### config.mk
export PLATFORM = sky130hd
export DESIGN_NAME = macslot_engine
export DESIGN_NICKNAME = d
export VERILOG_FILES = /design/src/rtl/macslot_pkg.sv /design/src/rtl/macslot_csense.sv /design/src/rtl/macslot_slot.sv /design/src/rtl/macslot_airtime.sv /design/src/rtl/macslot_engine.sv
export SDC_FILE = /design/constraint.sdc
export NUM_CORES = 1
export LEC_CHECK = 0
export ABC_AREA = 1
export BUFFER_PORTS_ARGS = -buffer_cell sky130_fd_sc_hd__buf_2
export CORE_MARGIN = 3
export CORE_UTILIZATION = 50
export CTS_CLUSTER_DIAMETER = 150
export DETAILED_ROUTE_END_ITERATION = 16
export GPL_TIMING_DRIVEN = 0
export PLACE_DENSITY = 0.71
export SYNTH_ARGS = -nofsm -noshare
export SYNTH_HDL_FRONTEND = slang
export SYNTH_SLANG_ARGS = --single-unit
### constraint.sdc
create_clock -name clk -period 3 [get_ports clk]
set_clock_uncertainty 0.2 [all_clocks]
set_input_delay 0 -clock clk [delete_from_list [all_inputs] [get_ports clk]]
set_output_delay 0 -clock clk [all_outputs]
set_load 0.005 [all_outputs]
### src/rtl/macslot_pkg.sv
// Shared definitions for the slot-timed backoff engine.
// Assumes a 16-bit or wider status word.
package macslot_pkg;
    typedef enum logic [1:0] {
        SEL_SLOT    = 2'd0,
        SEL_BACKOFF = 2'd1,
        SEL_NAV     = 2'd2,
        SEL_HOLD    = 2'd3
    } cfg_sel_e;

    localparam int ST_NAV_IDLE  = 0;
    localparam int ST_PHYS_IDLE = 1;
    localparam int ST_ONE_SLOT  = 2;
    localparam int ST_TWO_SLOT  = 3;
    localparam int ST_BO_ZERO   = 4;
    localparam int ST_RX        = 5;
    localparam int ST_TX        = 6;
    localparam int ST_PHASE     = 7;
endpackage

### src/rtl/macslot_csense.sv
// Carrier sense: the NAV countdown and the physical-idle detector with
// programmable hold-off. Assumes one clock is one tick, with TPU ticks per us.
module macslot_csense #(
    parameter int W           = 16,
    parameter int TPU         = 8,
    parameter int DEF_HOLD_US = 6
) (
    input  logic         clk,
    input  logic         rst_n,
    input  logic         ch_clear,
    input  logic         rx_active,
    input  logic         tx_active,
    input  logic         nav_load,
    input  logic [W-1:0] nav_us,
    input  logic         hold_load,
    input  logic [W-1:0] hold_us,
    output logic         phys_idle,
    output logic         nav_idle
);
    localparam int TW = W + $clog2(TPU);

    logic [TW-1:0] nav_q;
    logic [TW-1:0] hold_q;
    logic [TW-1:0] hold_ticks;
    logic [W-1:0]  hold_cfg_q;
    logic          busy_now;

    assign busy_now   = !ch_clear || rx_active || tx_active;
    assign hold_ticks = TW'(hold_cfg_q) * TW'(TPU);
    assign nav_idle   = (nav_q == '0);

    // Hold-off configuration register.
    always_ff @(posedge clk) begin
        if (!rst_n)         hold_cfg_q <= W'(DEF_HOLD_US);
        else if (hold_load) hold_cfg_q <= hold_us;
    end

    // NAV countdown: load in ticks, then count down to zero.
    always_ff @(posedge clk) begin
        if (!rst_n)             nav_q <= '0;
        else if (nav_load)      nav_q <= TW'(nav_us) * TW'(TPU);
        else if (nav_q != '0)   nav_q <= nav_q - TW'(1);
    end

    // Physical idle: forced low while busy, raised after the hold-off drains.
    always_ff @(posedge clk) begin
        if (!rst_n) begin
            hold_q    <= '0;
            phys_idle <= 1'b0;
        end else if (busy_now) begin
            hold_q    <= hold_ticks;
            phys_idle <= 1'b0;
        end else if (hold_q != '0) begin
            hold_q    <= hold_q - TW'(1);
        end else begin
            phys_idle <= 1'b1;
        end
    end

    // receive activity always drops physical idle on the next tick.
    p_rx_drops_idle_r8: assert property (@(posedge clk) disable iff (!rst_n)
        rx_active |=> !phys_idle)
        else $error("p_rx_drops_idle_r8");

    // a nonzero reservation makes the medium virtually busy.
    p_nav_busy_r7: assert property (@(posedge clk) disable iff (!rst_n)
        (nav_load && nav_us != '0) |=> !nav_idle)
        else $error("p_nav_busy_r7");
endmodule

### src/rtl/macslot_slot.sv
// Slot timer: two-phase slot countdown, one/two-slot idle flags, backoff
// decrement and idle-slot count. Assumes the phase bit is the top bit of W.
module macslot_slot #(
    parameter int W         = 16,
    parameter int TPU       = 8,
    parameter int PH2_TICKS = 16
) (
    input  logic         clk,
    input  logic         rst_n,
    input  logic         phys_idle,
    input  logic         nav_idle,
    input  logic [W-1:0] slot_len_us,
    input  logic         bo_load,
    input  logic [W-1:0] bo_val,
    output logic [W-1:0] slot_q,
    output logic         one_q,
    output logic         two_q,
    output logic [W-1:0] bo_q,
    output logic [W-1:0] idle_cnt
);
    localparam int CW = W - 1;

    logic          phys_q;
    logic          med_idle;
    logic          phys_rise;
    logic [CW-1:0] ph1_ticks;
    logic [CW-1:0] cnt;
    logic          phase;
    logic          slot_end;
    logic          counting;

    assign med_idle  = phys_idle && nav_idle;
    assign phys_rise = phys_idle && !phys_q;
    assign cnt       = slot_q[CW-1:0];
    assign phase     = slot_q[W-1];
    assign ph1_ticks = (slot_len_us > W'(2)) ? CW'((slot_len_us - W'(2)) * W'(TPU)) : '0;
    assign slot_end  = med_idle && !phys_rise && phase && (cnt <= CW'(1));
    assign counting  = one_q && two_q;

    // Edge detector for the physical idle rise.
    always_ff @(posedge clk) begin
        if (!rst_n) phys_q <= 1'b0;
        else        phys_q <= phys_idle;
    end

    // Two-phase slot countdown, frozen while the medium is busy.
    always_ff @(posedge clk) begin
        if (!rst_n)
            slot_q <= '0;
        else if (phys_rise)
            slot_q <= {1'b0, ph1_ticks};
        else if (med_idle) begin
            if (cnt > CW'(1))  slot_q <= {phase, cnt - CW'(1)};
            else if (!phase)   slot_q <= {1'b1, CW'(PH2_TICKS)};
            else               slot_q <= {1'b0, ph1_ticks};
        end
    end

    // Idle-slot flags: set at the first two slot ends, cleared on busy.
    always_ff @(posedge clk) begin
        if (!rst_n || !med_idle) begin
            one_q <= 1'b0;
            two_q <= 1'b0;
        end else if (slot_end) begin
            if (!one_q) one_q <= 1'b1;
            else        two_q <= 1'b1;
        end
    end

    // Backoff counter: software load, saturating decrement per slot.
    always_ff @(posedge clk) begin
        if (!rst_n)                                 bo_q <= '0;
        else if (bo_load)                           bo_q <= bo_val;
        else if (slot_end && counting && bo_q != '0) bo_q <= bo_q - W'(1);
    end

    // Idle-slot counter: cleared on idle rise, counts slots after the first two.
    always_ff @(posedge clk) begin
        if (!rst_n || phys_rise)           idle_cnt <= '0;
        else if (slot_end && counting)     idle_cnt <= idle_cnt + W'(1);
    end

    // a busy medium freezes the slot counter.
    p_freeze_r5: assert property (@(posedge clk) disable iff (!rst_n)
        (!med_idle && !phys_rise) |=> $stable(slot_q))
        else $error("p_freeze_r5");

    // entering phase 2 always loads the fixed 2 us count.
    p_ph2_load_r2: assert property (@(posedge clk) disable iff (!rst_n)
        $rose(slot_q[W-1]) |-> (slot_q[CW-1:0] == CW'(PH2_TICKS)))
        else $error("p_ph2_load_r2");

    // the backoff counter never wraps below zero.
    p_bo_floor_r4: assert property (@(posedge clk) disable iff (!rst_n)
        (bo_q == '0 && !bo_load) |=> (bo_q == '0))
        else $error("p_bo_floor_r4");

    // two-slot idle implies one-slot idle.
    p_two_implies_one_r3: assert property (@(posedge clk) disable iff (!rst_n)
        two_q |-> one_q)
        else $error("p_two_implies_one_r3");

    // an idle rise clears the idle-slot counter.
    p_rise_clears_r6: assert property (@(posedge clk) disable iff (!rst_n)
        phys_rise |=> (idle_cnt == '0))
        else $error("p_rise_clears_r6");
endmodule

### src/rtl/macslot_airtime.sv
// Airtime counters: busy microseconds (rx or tx) and microseconds of the
// current transmission. Assumes TPU ticks make one microsecond.
module macslot_airtime #(
    parameter int W   = 16,
    parameter int TPU = 8
) (
    input  logic         clk,
    input  logic         rst_n,
    input  logic         rx_active,
    input  logic         tx_active,
    output logic [W-1:0] busy_us,
    output logic [W-1:0] tx_us
);
    localparam int FW = (TPU > 1) ? $clog2(TPU) : 1;
    localparam logic [FW-1:0] FRAC_LAST = FW'(TPU - 1);

    logic [FW-1:0] busy_frac;
    logic [FW-1:0] tx_frac;
    logic          tx_q;
    logic          tx_start;

    assign tx_start = tx_active && !tx_q;

    // Transmit edge detector.
    always_ff @(posedge clk) begin
        if (!rst_n) tx_q <= 1'b0;
        else        tx_q <= tx_active;
    end

    // Busy microseconds: prescale busy ticks into microseconds.
    always_ff @(posedge clk) begin
        if (!rst_n) begin
            busy_frac <= '0;
            busy_us   <= '0;
        end else if (rx_active || tx_active) begin
            if (busy_frac == FRAC_LAST) begin
                busy_frac <= '0;
                busy_us   <= busy_us + W'(1);
            end else begin
                busy_frac <= busy_frac + FW'(1);
            end
        end
    end

    // Transmit microseconds: restart at each start, the start tick counts.
    always_ff @(posedge clk) begin
        if (!rst_n) begin
            tx_frac <= '0;
            tx_us   <= '0;
        end else if (tx_start) begin
            tx_frac <= FW'(1 % TPU);
            tx_us   <= W'(TPU == 1);
        end else if (tx_active) begin
            if (tx_frac == FRAC_LAST) begin
                tx_frac <= '0;
                tx_us   <= tx_us + W'(1);
            end else begin
                tx_frac <= tx_frac + FW'(1);
            end
        end
    end

    // a new transmission starts its count from zero.
    p_tx_restart_r10: assert property (@(posedge clk) disable iff (!rst_n)
        $rose(tx_active) |=> (tx_us == '0))
        else $error("p_tx_restart_r10");

    // the busy count holds while neither rx nor tx is active.
    p_busy_hold_r9: assert property (@(posedge clk) disable iff (!rst_n)
        (!rx_active && !tx_active) |=> $stable(busy_us))
        else $error("p_busy_hold_r9");
endmodule

### src/rtl/macslot_engine.sv
// Top of the slot-timed backoff and idle tracker. Decodes the write port,
// holds the slot-length register and assembles the status word.
// Assumes W >= 16 so the phase bit sits at bit 15 and all status bits fit.
module macslot_engine
    import macslot_pkg::*;
#(
    parameter int W            = 16,
    parameter int TICKS_PER_US = 8,
    parameter int SLOT_BASE    = 'h1FE,
    parameter int DEF_SLOT_US  = 9,
    parameter int DEF_HOLD_US  = 6,
    parameter int PH2_TICKS    = 16
) (
    input  logic         clk,
    input  logic         rst_n,
    input  logic         cfg_we,
    input  logic [1:0]   cfg_sel,
    input  logic [W-1:0] cfg_wdata,
    input  logic         ch_clear,
    input  logic         rx_active,
    input  logic         tx_active,
    output logic [W-1:0] status,
    output logic         backoff_zero,
    output logic [W-1:0] slot_count,
    output logic [W-1:0] backoff_count,
    output logic [W-1:0] idle_slots,
    output logic [W-1:0] busy_us,
    output logic [W-1:0] tx_us
);
    localparam logic [W-1:0] DEF_SLOT_REG = W'(SLOT_BASE + DEF_SLOT_US);
    localparam logic [W-1:0] BASE_W       = W'(SLOT_BASE);

    cfg_sel_e     sel;
    logic         wr_slot, wr_bo, wr_nav, wr_hold;
    logic [W-1:0] slot_reg_q;
    logic [W-1:0] slot_len;
    logic         phys_idle, nav_idle, one_slot, two_slot;

    assign sel     = cfg_sel_e'(cfg_sel);
    assign wr_slot = cfg_we && (sel == SEL_SLOT);
    assign wr_bo   = cfg_we && (sel == SEL_BACKOFF);
    assign wr_nav  = cfg_we && (sel == SEL_NAV);
    assign wr_hold = cfg_we && (sel == SEL_HOLD);

    // Slot duration register, stored in its offset encoding.
    always_ff @(posedge clk) begin
        if (!rst_n)       slot_reg_q <= DEF_SLOT_REG;
        else if (wr_slot) slot_reg_q <= cfg_wdata;
    end

    assign slot_len = (slot_reg_q >= BASE_W) ? (slot_reg_q - BASE_W) : '0;

    macslot_csense #(.W(W), .TPU(TICKS_PER_US), .DEF_HOLD_US(DEF_HOLD_US)) u_csense (
        .clk       (clk),
        .rst_n     (rst_n),
        .ch_clear  (ch_clear),
        .rx_active (rx_active),
        .tx_active (tx_active),
        .nav_load  (wr_nav),
        .nav_us    (cfg_wdata),
        .hold_load (wr_hold),
        .hold_us   (cfg_wdata),
        .phys_idle (phys_idle),
        .nav_idle  (nav_idle)
    );

    macslot_slot #(.W(W), .TPU(TICKS_PER_US), .PH2_TICKS(PH2_TICKS)) u_slot (
        .clk         (clk),
        .rst_n       (rst_n),
        .phys_idle   (phys_idle),
        .nav_idle    (nav_idle),
        .slot_len_us (slot_len),
        .bo_load     (wr_bo),
        .bo_val      (cfg_wdata),
        .slot_q      (slot_count),
        .one_q       (one_slot),
        .two_q       (two_slot),
        .bo_q        (backoff_count),
        .idle_cnt    (idle_slots)
    );

    macslot_airtime #(.W(W), .TPU(TICKS_PER_US)) u_airtime (
        .clk       (clk),
        .rst_n     (rst_n),
        .rx_active (rx_active),
        .tx_active (tx_active),
        .busy_us   (busy_us),
        .tx_us     (tx_us)
    );

    assign backoff_zero = (backoff_count == '0);

    // Status word assembly.
    always_comb begin
        status               = '0;
        status[ST_NAV_IDLE]  = nav_idle;
        status[ST_PHYS_IDLE] = phys_idle;
        status[ST_ONE_SLOT]  = one_slot;
        status[ST_TWO_SLOT]  = two_slot;
        status[ST_BO_ZERO]   = backoff_zero;
        status[ST_RX]        = rx_active;
        status[ST_TX]        = tx_active;
        status[ST_PHASE]     = slot_count[W-1];
    end

    // a backoff write of zero shows up as backoff zero on the next tick.
    p_bo_zero_load_r11: assert property (@(posedge clk) disable iff (!rst_n)
        (wr_bo && cfg_wdata == '0) |=> backoff_zero)
        else $error("p_bo_zero_load_r11");
endmodule

==> reports/qor.yml, run 1 <==
drt-total-wl_um: 23300
hold_path_class: "in -> reg"
cp_max_fo: 4
drtIter0Drc: 640
grt.total_usage_pct: 23.8
clk_pin_slew_ps: 60
end_kind: "output port"
grt_pass1_vias: 8108
status: "completed"
synth_ff_type: "dfxtp_1"
p_int_mw: 4.23
overflow: 0
antenna_found_initial: 0
core_um2: 17300
ys_async_sr_fraction_pct: 0
start_util_pct: 51.2
synth-edff-count: 0
fin_cells: 1681
hold_ws_ps: 230
viasPerCell: 5.20
cts_setup_buffers: 0
hold_viol: 0
p_sw_mw: 1.97
powerDensity_nw_per_um2: 586
worstPathCellList: "inv_1, ha_1, nand2_1, nor3_1, nand2_1, nor3_1, nand3_1, nor4_1, buf_4, buf_2"
power_frac_comb_pct: 25.1
gp_congestion: 0.912
multi_input_area_um2: 4900
synth_most_common_cell: "nand2_1"
synth_top_area_share_pct: 36.4
cts_inserted_buffers: 17
synth_area_leaders: "dfxtp_1, nand2_1, nor2_1"
yosys.area.top_type: "dfxtp_1"
synth_seq_cells: 161
syn-cell-area_um2: 8850
switching_share_pct: 31.8
worst_path_max_delay_cell: "dfxtp_1"
final_max_slew_viol_count: 0
setup_viol: 0
yosysWarnings: 0
dpl.hpwl_um: 16700
grt_max_degree: 17
nets: 1482
die_w_um: 139
insertedDiodeCount: 0
vias: 8743
cpPeakStageDelay_ps: 330
cts_resized: 0
grt_pass1_wl_um: 38800
fin_crit_sh_pct: 88.2
first_pass_iters: 5
slew_headroom_pct: 34.7
insertion_delay_ps: 430
synth.distinct_cells: 52
power.share.sequential_pct: 39.8
cp.arrival_ps: 2450
worstPathRequired_ps: 2800
fmax_ghz: 0.378
yosysSeqAreaShare_pct: 36.4
cts-root-buf: "clkbuf_16"
utilization_pct: 61.1
critPathKind: "reg -> out"
top_level_ports: 121
dp_cells: 1623
cts_tree: "done"
postSynthAreaPerCell_um2: 6.92
h-tree-depth: 4
drcViolationCount: 0
clockBufferDepth: 2
min_period_ps: 2650
antenna_left: 0
portBuffers: 112
p_leak_nw: 4.83
area_growth_pct: 19.4
rows: 48
die_area_um2: 19300
tightest_slew_ps: 973
yosys-top-cells-count: "nand2_1, dfxtp_1, nor2_1, inv_1, a21oi_1"
layout.area.seq_um2: 3220
syn_inst: 1279
cp-start-kind: "flop"
clock_power_share_pct: 35.1
routedWlPerCell_um: 13.9
tns_ps: 0
rsz0062_at_grt: "no"
cap_violations: 0
total_power_mw: 6.19
fillers: 1650
max-vdd-ir-drop_mv: 0.497
drive_gt1_share_pct: 15.9
cts.sinks: 161
die_h_um: 139
-- cells by family after synthesis --
kind of cell	synth area share, %
and+or+nand+nor	31.8
DFF	36.4
adders and majority gates	2.12
buffers and inverters	8.55
xor gates and xnor gates	7.52
other	0.0424
AOI/OAI and AO/OA	13.5
-- registers in the layout, indices dropped and copies added (netlist names), 3 cells and up --
register / cells
u_slot.idle_cnt: 16
u_airtime.tx_frac: 3
u_slot.slot_q: 16
u_slot.bo_q: 16
u_csense.nav_q: 19
u_airtime.busy_us: 16
u_airtime.busy_frac: 3
u_csense.hold_cfg_q: 16
u_airtime.tx_us: 16
slot_reg_q: 16
u_csense.hold_q: 19
-- what timing repair did --
action                     CTS  global route
setup endpoints to repair    0             0
hold endpoints to repair    87             0
hold buffers                26             0
-- routing by layer --
layer | part of all wire [%] | track usage (%) | wire, µm | vias to the layer above
li1 | - | - | - | 4466
met1 | 45 | 31.1 | 10500 | 4034
met2 | 48 | 40.1 | 11200 | 202
met3 | 4.7 | 4.00 | 1100 | 41
met4 | 2.1 | 8.24 | 500 | 0
met5 | 0 | 0 | 0 | -
-- metrics by stage --
| step | area, µm² | setup WS (ps) |
|---|---|---|
| global route | 10600 | 29.5 |
| finish | 10600 | 354 |
| CTS | 10600 | 309 |
| floorplan | 8880 | 885 |
| detailed placement | 9720 | 407 |
| global placement | 9720 | 439 |
-- cells in the final DEF, fill, tap and decap left out, types with 26 or more instances in the layout --
master         synthesis  final
nor3_1                29     29
inv_1                120    120
xor2_1                48     48
buf_2                  9    121
nand3_1               61     61
dfxtp_1              161    161
a21oi_1              105    105
dlygate4sd3_1          0     26
o21ai_0               80     80
nor2_1               157    157
nand2_1              287    287
xnor2_1               28     28
-- final timing paths --
| kind | start | to | slack (ps) | depth (start not counted) |
|---|---|---|---|---|
| setup / recovery | u_slot.bo_q[0] | status[4] | 350 | 10 |
| hold / removal | tx_active | u_airtime.tx_q | 230 | 4 |
| setup reg to reg | u_csense.nav_q[0] | u_csense.nav_q[15] | 370 | 12 |
| hold reg to reg | u_csense.hold_cfg_q[8] | u_csense.hold_q[11] | 260 | 2 |
-- power by group through the flow --
stage	combinational [mW]	clock, mW	sequential, mW
4_1_cts	1.55	2.20	2.46
3_5_place_dp	1.50	0	2.51
5_1_grt	1.75	2.31	2.49
6_report	1.55	2.17	2.47
2_1_floorplan	1.21	0	2.48
3_3_place_gp	1.49	0	2.51
-- critical path, delay by kind of cell, from the launching register on --
kind	cells	cell delay [ps]
adders and majority gates	1	190
buffers and inverters	3	370
and+or+nand+nor	6	1130
DFF	1	330
-- layout make-up --
cell class,instances,area share (%)
clock buffers,23,4.52
inverters,125,4.44
well taps,225,2.66
clock inverters,9,1.01
plain buffers,52,2.72
repair buffers,138,7.77
flip-flops and latches,161,30.5
multi-input cells,948,46.4
No activity file was read; power rests on OpenSTA's default activity.
==> run 2: changes to the inputs <==
--- a/config.mk
+++ b/config.mk
@@ -5,7 +5,6 @@
 export SDC_FILE = /design/constraint.sdc
 export NUM_CORES = 1
 export LEC_CHECK = 0
-export ABC_AREA = 1
 export BUFFER_PORTS_ARGS = -buffer_cell sky130_fd_sc_hd__buf_2
 export CORE_MARGIN = 3
 export CORE_UTILIZATION = 50
==> run 2 against run 1 <==
Net effect: critical path depth shrank 3; clock power fell by 2%; synthesized area decreased by 4.2%; count of clock-buffer cells in the layout fell by 4; sequential cell count unchanged; via count down 7.9%; hold slack got worse by 91 ps; sequential share of layout area rose by 0.71 points; critical endpoint is now u_slot.bo_q[11]; largest power group unchanged.
==> reports/qor.yml, run 2 <==
hold_path_end: "u_airtime.tx_us[9]"
dpl.hpwl_um: 16600  # -0.67%
gp_congestion: 0.927  # +1.6%
timing.rr.end: "u_slot.bo_q[11]"
worst_path_max_delay_cell: "or4_4"
tightest_slew_ps: 870  # -103 ps
powerDensity_nw_per_um2: 578  # -1.4%
fmax_ghz: 0.348  # -7.8%
met3_length_um: 1560  # +42%
top_level_ports: 121  # unchanged
critPathKind: "reg -> reg"
hold_viol: 0  # unchanged
vias: 8050  # -7.9%
worstPathCellList: "or4_4, nor4_4, nand4_4, nor4b_4, nand4b_1, xor2_1, a21oi_1"
slew_headroom_pct: 41.5  # +6.8 points
die_h_um: 136  # -2.0%
synth_ff_type: "dfxtp_1"
synth_most_common_cell: "dfxtp_1"
cp.arrival_ps: 2970  # +520 ps
hold_path_class: "in -> reg"
clk_pin_slew_ps: 70  # about the same
rrSetupSlack_ps: 130  # -240 ps
synth_area_leaders: "dfxtp_1, nand2_1, xor2_1"
antenna_found_initial: 0  # unchanged
cpPeakStageDelay_ps: 580  # +250 ps
drcViolationCount: 0  # unchanged
cp_max_fo: 7  # +3
ys_async_sr_fraction_pct: 0  # unchanged
core_um2: 16200  # -6.2%
routedWlPerCell_um: 16.2  # +17%
final_cell_mix: "dfxtp_1, nand2_1, buf_2"
viasPerCell: 5.59  # +7.6%
critical_path.top_delay_family: "simple AND/OR/NAND/NOR gates"
hold_start: "rst_n"
end_kind: "flop"
yosysSeqAreaShare_pct: 38.0  # +1.6 points
synth_top_area_share_pct: 38.0  # +1.6 points
reg2reg_from: "u_csense.nav_q[10]"
start_util_pct: 52.3  # +1.1 points
drive_gt1_share_pct: 16.4  # +0.50 points
final_max_slew_viol_count: 0  # unchanged
setup_viol: 0  # unchanged
syn-cell-area_um2: 8480  # -4.2%
rows: 46  # -4.2%
cts-root-buf: "clkbuf_16"
synth-edff-count: 0  # unchanged
max-vdd-ir-drop_mv: 0.519  # +4.6%
reg2reg_depth: 7  # -5
yosysWarnings: 0  # unchanged
top_regs: "u_csense.hold_q (19), u_csense.nav_q (19)"
final_common_cell: "dfxtp_1"
dr_wl_met2_um: 11100  # -0.29%
grt.total_usage_pct: 25.2  # +1.4 points
dpl_worst_slack_ps: -27.8  # -435 ps
drtIter0Drc: 506  # -21%
cts.sinks: 161  # unchanged
status: "completed"
antenna_left: 0  # unchanged
post-route-worst-setup-slack_ps: 130  # -224 ps
yosys-top-cells-count: "dfxtp_1, nand2_1, nor2_1, o21ai_0, xor2_1"
portBuffers: 111  # -0.89%
nets: 1249  # -16%
grt_pass1_wl_um: 37200  # -4.0%
grt_max_degree: 17  # unchanged
insertion_delay_ps: 430  # about the same
first_pass_iters: 5  # unchanged
grt_pass1_vias: 7414  # -8.6%
die_w_um: 136  # -2.0%
area_growth_pct: 21.7
cts_inserted_buffers: 17  # unchanged
cts_tree: "done"
fin_cells: 1439  # -14%
fin_crit_sh_pct: 95.7  # +7.5 points
worstPathRequired_ps: 3100  # +300 ps
synth_seq_cells: 161  # unchanged
dp_cells: 1374  # -15%
drt-total-wl_um: 23300  # about the same
clockBufferDepth: 2  # unchanged
syn_inst: 1040  # -19%
h-tree-depth: 4  # unchanged
hold_path_depth: 3  # -1
die_area_um2: 18600  # -4.0%
insertedDiodeCount: 0  # unchanged
worst-path-buf-inv: 0  # -3
cp-start-kind: "flop"
routedLengthMet1_um: 10200  # -2.5%
overflow: 0  # unchanged
utilization_pct: 63.6  # +2.5 points
hold_ws_ps: 139  # -90.5 ps
synth.distinct_cells: 69  # +33%
yosys.area.top_type: "dfxtp_1"
p_leak_nw: 4.35  # -10%
maxUsedRoutingLayer: "met4"
cap_violations: 0  # unchanged
min_period_ps: 2870  # +224 ps
postSynthAreaPerCell_um2: 8.16  # +18%
run 2: changes by cell type in the layout (fill, tap and decap cells not counted), sizes merged, moves of 12 or more:
cell and change:
clkbuf +14, a21boi +34, nand3 -19, nand2 -155, nor2b +28, a21oi -65
o21ai -15, a22oi +15, nor2 -90, inv -102, or4 +12, and2 +24
run 2: cell type report:
cell class,count,area [µm²]
Buffer,62,312
Timing Repair Buffer,145,888
Clock buffer,19,443
Clock inverter,13,125
Sequential cell,161,3220
Fill cell,1471,5910
Inverter,18,71.3
Multi-Input combinational cell,805,4990
Tap cell,216,270
run 2: worst register-to-register path, stage by stage (launching register included):
cell	delay, ps
dfxtp_1	350
or4_4	580
nor4_4	380
nand4_4	240
nor4b_4	550
nand4b_1	170
xor2_1	180
a21oi_1	80
run 2: power by group:
part / internal, mW / switching [mW]
clock: 1.18 / 0.948
combinational: 0.607 / 0.794
sequential: 2.29 / 0.156
run 2: logic make-up after synthesis:
kind of cell	Yosys count	share of synthesized area (%)
AOI/OAI and AO/OA	224	17.0
xor gates and xnor gates	92	9.50
adders and majority gates	15	2.21
buffers and inverters	81	4.42
DFF	161	38.0
muxes	1	0.118
other	1	0.0442
and+or+nand+nor	465	28.7
run 2: per-stage QoR:
step	power, mW	TNS [ps]	instance area, µm²
floorplan	3.48	0	8510
global placement	3.78	-4.93	9340
detailed placement	3.79	-28.5	9340
CTS	5.95	0	10200
global route	6.24	-12.8	10300
finish	5.97	0	10300
run 2: layer usage:
metal | vias up | GRT usage [%]
li1 | 3990 | -
met1 | 3769 | 33.8
met2 | 263 | 41.4
met3 | 28 | 4.74
met4 | 0 | 7.50
met5 | - | 0
run 2: what timing repair did:
| item | in CTS | in global routing |
|---|---|---|
| pin swaps | 0 | 4 |
| cloned | 0 | 0 |
| endpoints found under the hold margin | 77 | 0 |
| endpoints found under the setup margin | 4 | 55 |
| buffers inserted | 0 | 3 |
| gates resized for setup | 3 | 23 |
| hold buffers | 31 | 0 |
run 2: worst max-delay path by stage:
stage                     slack, ps          startpoint  depth (start not counted)           endpoint
after floorplan                 330       slot_reg_q[9]                         10  u_slot.slot_q[14]
after global placement           -5       slot_reg_q[2]                         10   u_slot.slot_q[8]
after detailed placement        -30       slot_reg_q[2]                         10   u_slot.slot_q[8]
after CTS                         6       slot_reg_q[1]                          9  u_slot.slot_q[13]
after global routing             -6       slot_reg_q[5]                          8  u_slot.slot_q[13]
final                           130  u_csense.nav_q[10]                          7    u_slot.bo_q[11]
==> run 3: changes to the inputs <==
--- a/config.mk
+++ b/config.mk
@@ -6,12 +6,13 @@
 export NUM_CORES = 1
 export LEC_CHECK = 0
 export BUFFER_PORTS_ARGS = -buffer_cell sky130_fd_sc_hd__buf_2
+export CORE_ASPECT_RATIO = 1.4
 export CORE_MARGIN = 3
 export CORE_UTILIZATION = 50
 export CTS_CLUSTER_DIAMETER = 150
 export DETAILED_ROUTE_END_ITERATION = 16
 export GPL_TIMING_DRIVEN = 0
-export PLACE_DENSITY = 0.71
+export PLACE_DENSITY = 0.74
 export SYNTH_ARGS = -nofsm -noshare
 export SYNTH_HDL_FRONTEND = slang
 export SYNTH_SLANG_ARGS = --single-unit
==> constraint.sdc (replaced) <==
create_clock -name clk -period 2.53 [get_ports clk]
set_clock_uncertainty 0.2 [all_clocks]
set_input_delay 0 -clock clk [delete_from_list [all_inputs] [get_ports clk]]
set_output_delay 0 -clock clk [all_outputs]
set_load 0.005 [all_outputs]
==> run 3 against run 2 <==
Net effect: the flow now finishes with violations (negative setup slack); register-to-register slack worse by 380 ps; sequential power increased by 20%; fmax grew 3.1%; sequential share of layout area is 1.8 points lower; global-route usage hardly changed; routed wire length increased by 3.4%; first-iteration DRC count up 18%; non-clock buffer count increased by 36; critical endpoint unchanged.
==> reports/qor.yml, run 3 (synthesis results as in run 2) <==
cts-root-buf: "clkbuf_16"
critPathKind: "reg -> reg"
portBuffers: 111  # unchanged
setup_viol: 43  # +43
fillers: 1323  # -10%
cap_violations: 0  # unchanged
vias: 8250  # +2.5%
cp.arrival_ps: 2940  # -30 ps
status: "finished with violations"
final_max_slew_viol_count: 0  # unchanged
grt.total_usage_pct: 25.2  # -0.039 points
antenna_found_initial: 0  # unchanged
overflow: 0  # unchanged
layout.area.seq_um2: 3240  # +0.50%
cp-start-kind: "flop"
antenna_left: 0  # unchanged
routedWlPerCell_um: 16.5  # +2.2%
hold_ws_ps: 23.0  # -116 ps
nets: 1285  # +2.9%
cpPeakStageDelay_ps: 540  # -40 ps
min_period_ps: 2780  # -86.5 ps
grt_pass1_vias: 7740  # +4.4%
powerDensity_nw_per_um2: 672  # +16%
tightest_slew_ps: 757  # -114 ps
post-route-worst-setup-slack_ps: -254  # -383 ps
worstPathCellList: "or4_4, nor4_4, nand4_4, buf_12, nor4b_4, buf_6, nand4b_1, xor2_1, a21oi_1"
viasPerCell: 5.67  # +1.3%
die_w_um: 116  # -15%
fin_crit_sh_pct: 110  # +14 points
cts.sinks: 161  # unchanged
drive_gt1_share_pct: 24.7  # +8.3 points
total_power_mw: 7.40  # +24%
clk_pin_slew_ps: 60  # about the same
cp_max_fo: 7  # unchanged
drtIter0Drc: 596  # +18%
hold_path_class: "in -> reg"
start_util_pct: 51.8  # -0.47 points
hold_viol: 0  # unchanged
tns_ps: -5560  # -5560 ps
top_level_ports: 121  # unchanged
p_leak_nw: 4.66  # +7.3%
h-tree-depth: 4  # unchanged
worstPathRequired_ps: 2680  # -420 ps
rsz0062_at_grt: "yes"
final_cell_mix: "dfxtp_1, nand2_1, buf_2"
grt_max_degree: 17  # unchanged
first_pass_iters: 5  # unchanged
drt-total-wl_um: 24100  # +3.4%
final_common_cell: "dfxtp_1"
violations: "negative setup slack"
cts_tree: "done"
gp_congestion: 0.911  # -1.8%
worst_path_max_delay_cell: "or4_4"
fmax_ghz: 0.359  # +3.1%
insertedDiodeCount: 0  # unchanged
drcViolationCount: 0  # unchanged
grt_pass1_wl_um: 37900  # +1.9%
top_regs: "u_csense.hold_q (19), u_csense.nav_q (19)"
rows: 55  # +20%
dpl.hpwl_um: 16500  # -0.71%
die_area_um2: 18600  # +0.12%
die_h_um: 160  # +18%
cts_inserted_buffers: 17  # unchanged
area_growth_pct: 29.8
core_um2: 16400  # +0.91%
multi_input_area_um2: 5340  # +7.0%
end_kind: "flop"
clockBufferDepth: 2  # unchanged
slew_headroom_pct: 49.2  # +7.7 points
insertion_delay_ps: 430  # about the same
max-vdd-ir-drop_mv: 0.469  # -9.7%
-- run 3: changes by cell type in the layout (fill, tap and decap cells not counted), moves of 9 or more --
| cell | change |
|---|---|
| buf_4 | +32 |
| buf_6 | +11 |
| nand2_1 | -11 |
| dfxtp_1 | -9 |
| nand2_2 | +9 |
-- run 3: layout make-up --
cell class / instances / area share [%]
clock inverter: 10 / 1.02
clock buffer: 20 / 4.06
sequential: 161 / 29.4
timing repair buffer: 183 / 11.1
inverter: 18 / 0.648
multi-input combinational: 805 / 48.5
tap: 199 / 2.26
buffer: 60 / 3.02
-- run 3: per-stage QoR --
step                cell area, µm²  setup WS, ps  util [%]  instances
floorplan                     8540         -6.35         -       1047
global placement              9340          -565      57.0       1357
detailed placement            9340          -559      57.0       1357
CTS                          10700          -201      65.1       1442
global route                 11000          -376      67.2       1456
finish                       11000          -254      67.2       1456
-- run 3: worst max-delay path: cells and delay by family, from the launching register on --
family                 cells  cell delay [ps]
AND/OR/NAND/NOR            5             1440
flip-flops                 1              350
buffers and inverters      2              340
XOR/XNOR                   1              190
AO/OA/AOI/OAI              1              170
-- run 3: metal layers --
metal	GRT usage [%]	vias to the layer above	wire length, µm
li1	-	4053	-
met1	30.2	3839	9640
met2	43.7	301	12200
met3	4.36	57	1400
met4	10.5	0	807
met5	0	-	0
-- run 3: where the power goes --
part / internal [mW] / switching [mW]
logic: 0.932 / 1.05
clock network: 1.46 / 1.04
registers: 2.72 / 0.195
-- run 3: path summary, 6_finish.rpt --
check	start	endpoint	slack, ps	depth (start not counted)
setup / recovery	u_csense.nav_q[11]	u_slot.bo_q[11]	-250	9
setup reg to reg	u_csense.nav_q[11]	u_slot.bo_q[11]	-250	9
hold / removal	rst_n	u_csense.hold_q[3]	20	4
hold reg to reg	u_csense.hold_cfg_q[0]	u_csense.hold_cfg_q[0]	260	2
-- run 3: repair_timing --
item,in CTS,in global routing
setup buffers,30,15
setup endpoints to repair,75,75
pin swaps,38,31
cloned,0,0
endpoints found under the hold margin,77,0
resized for setup,69,66
hold buffers,27,0
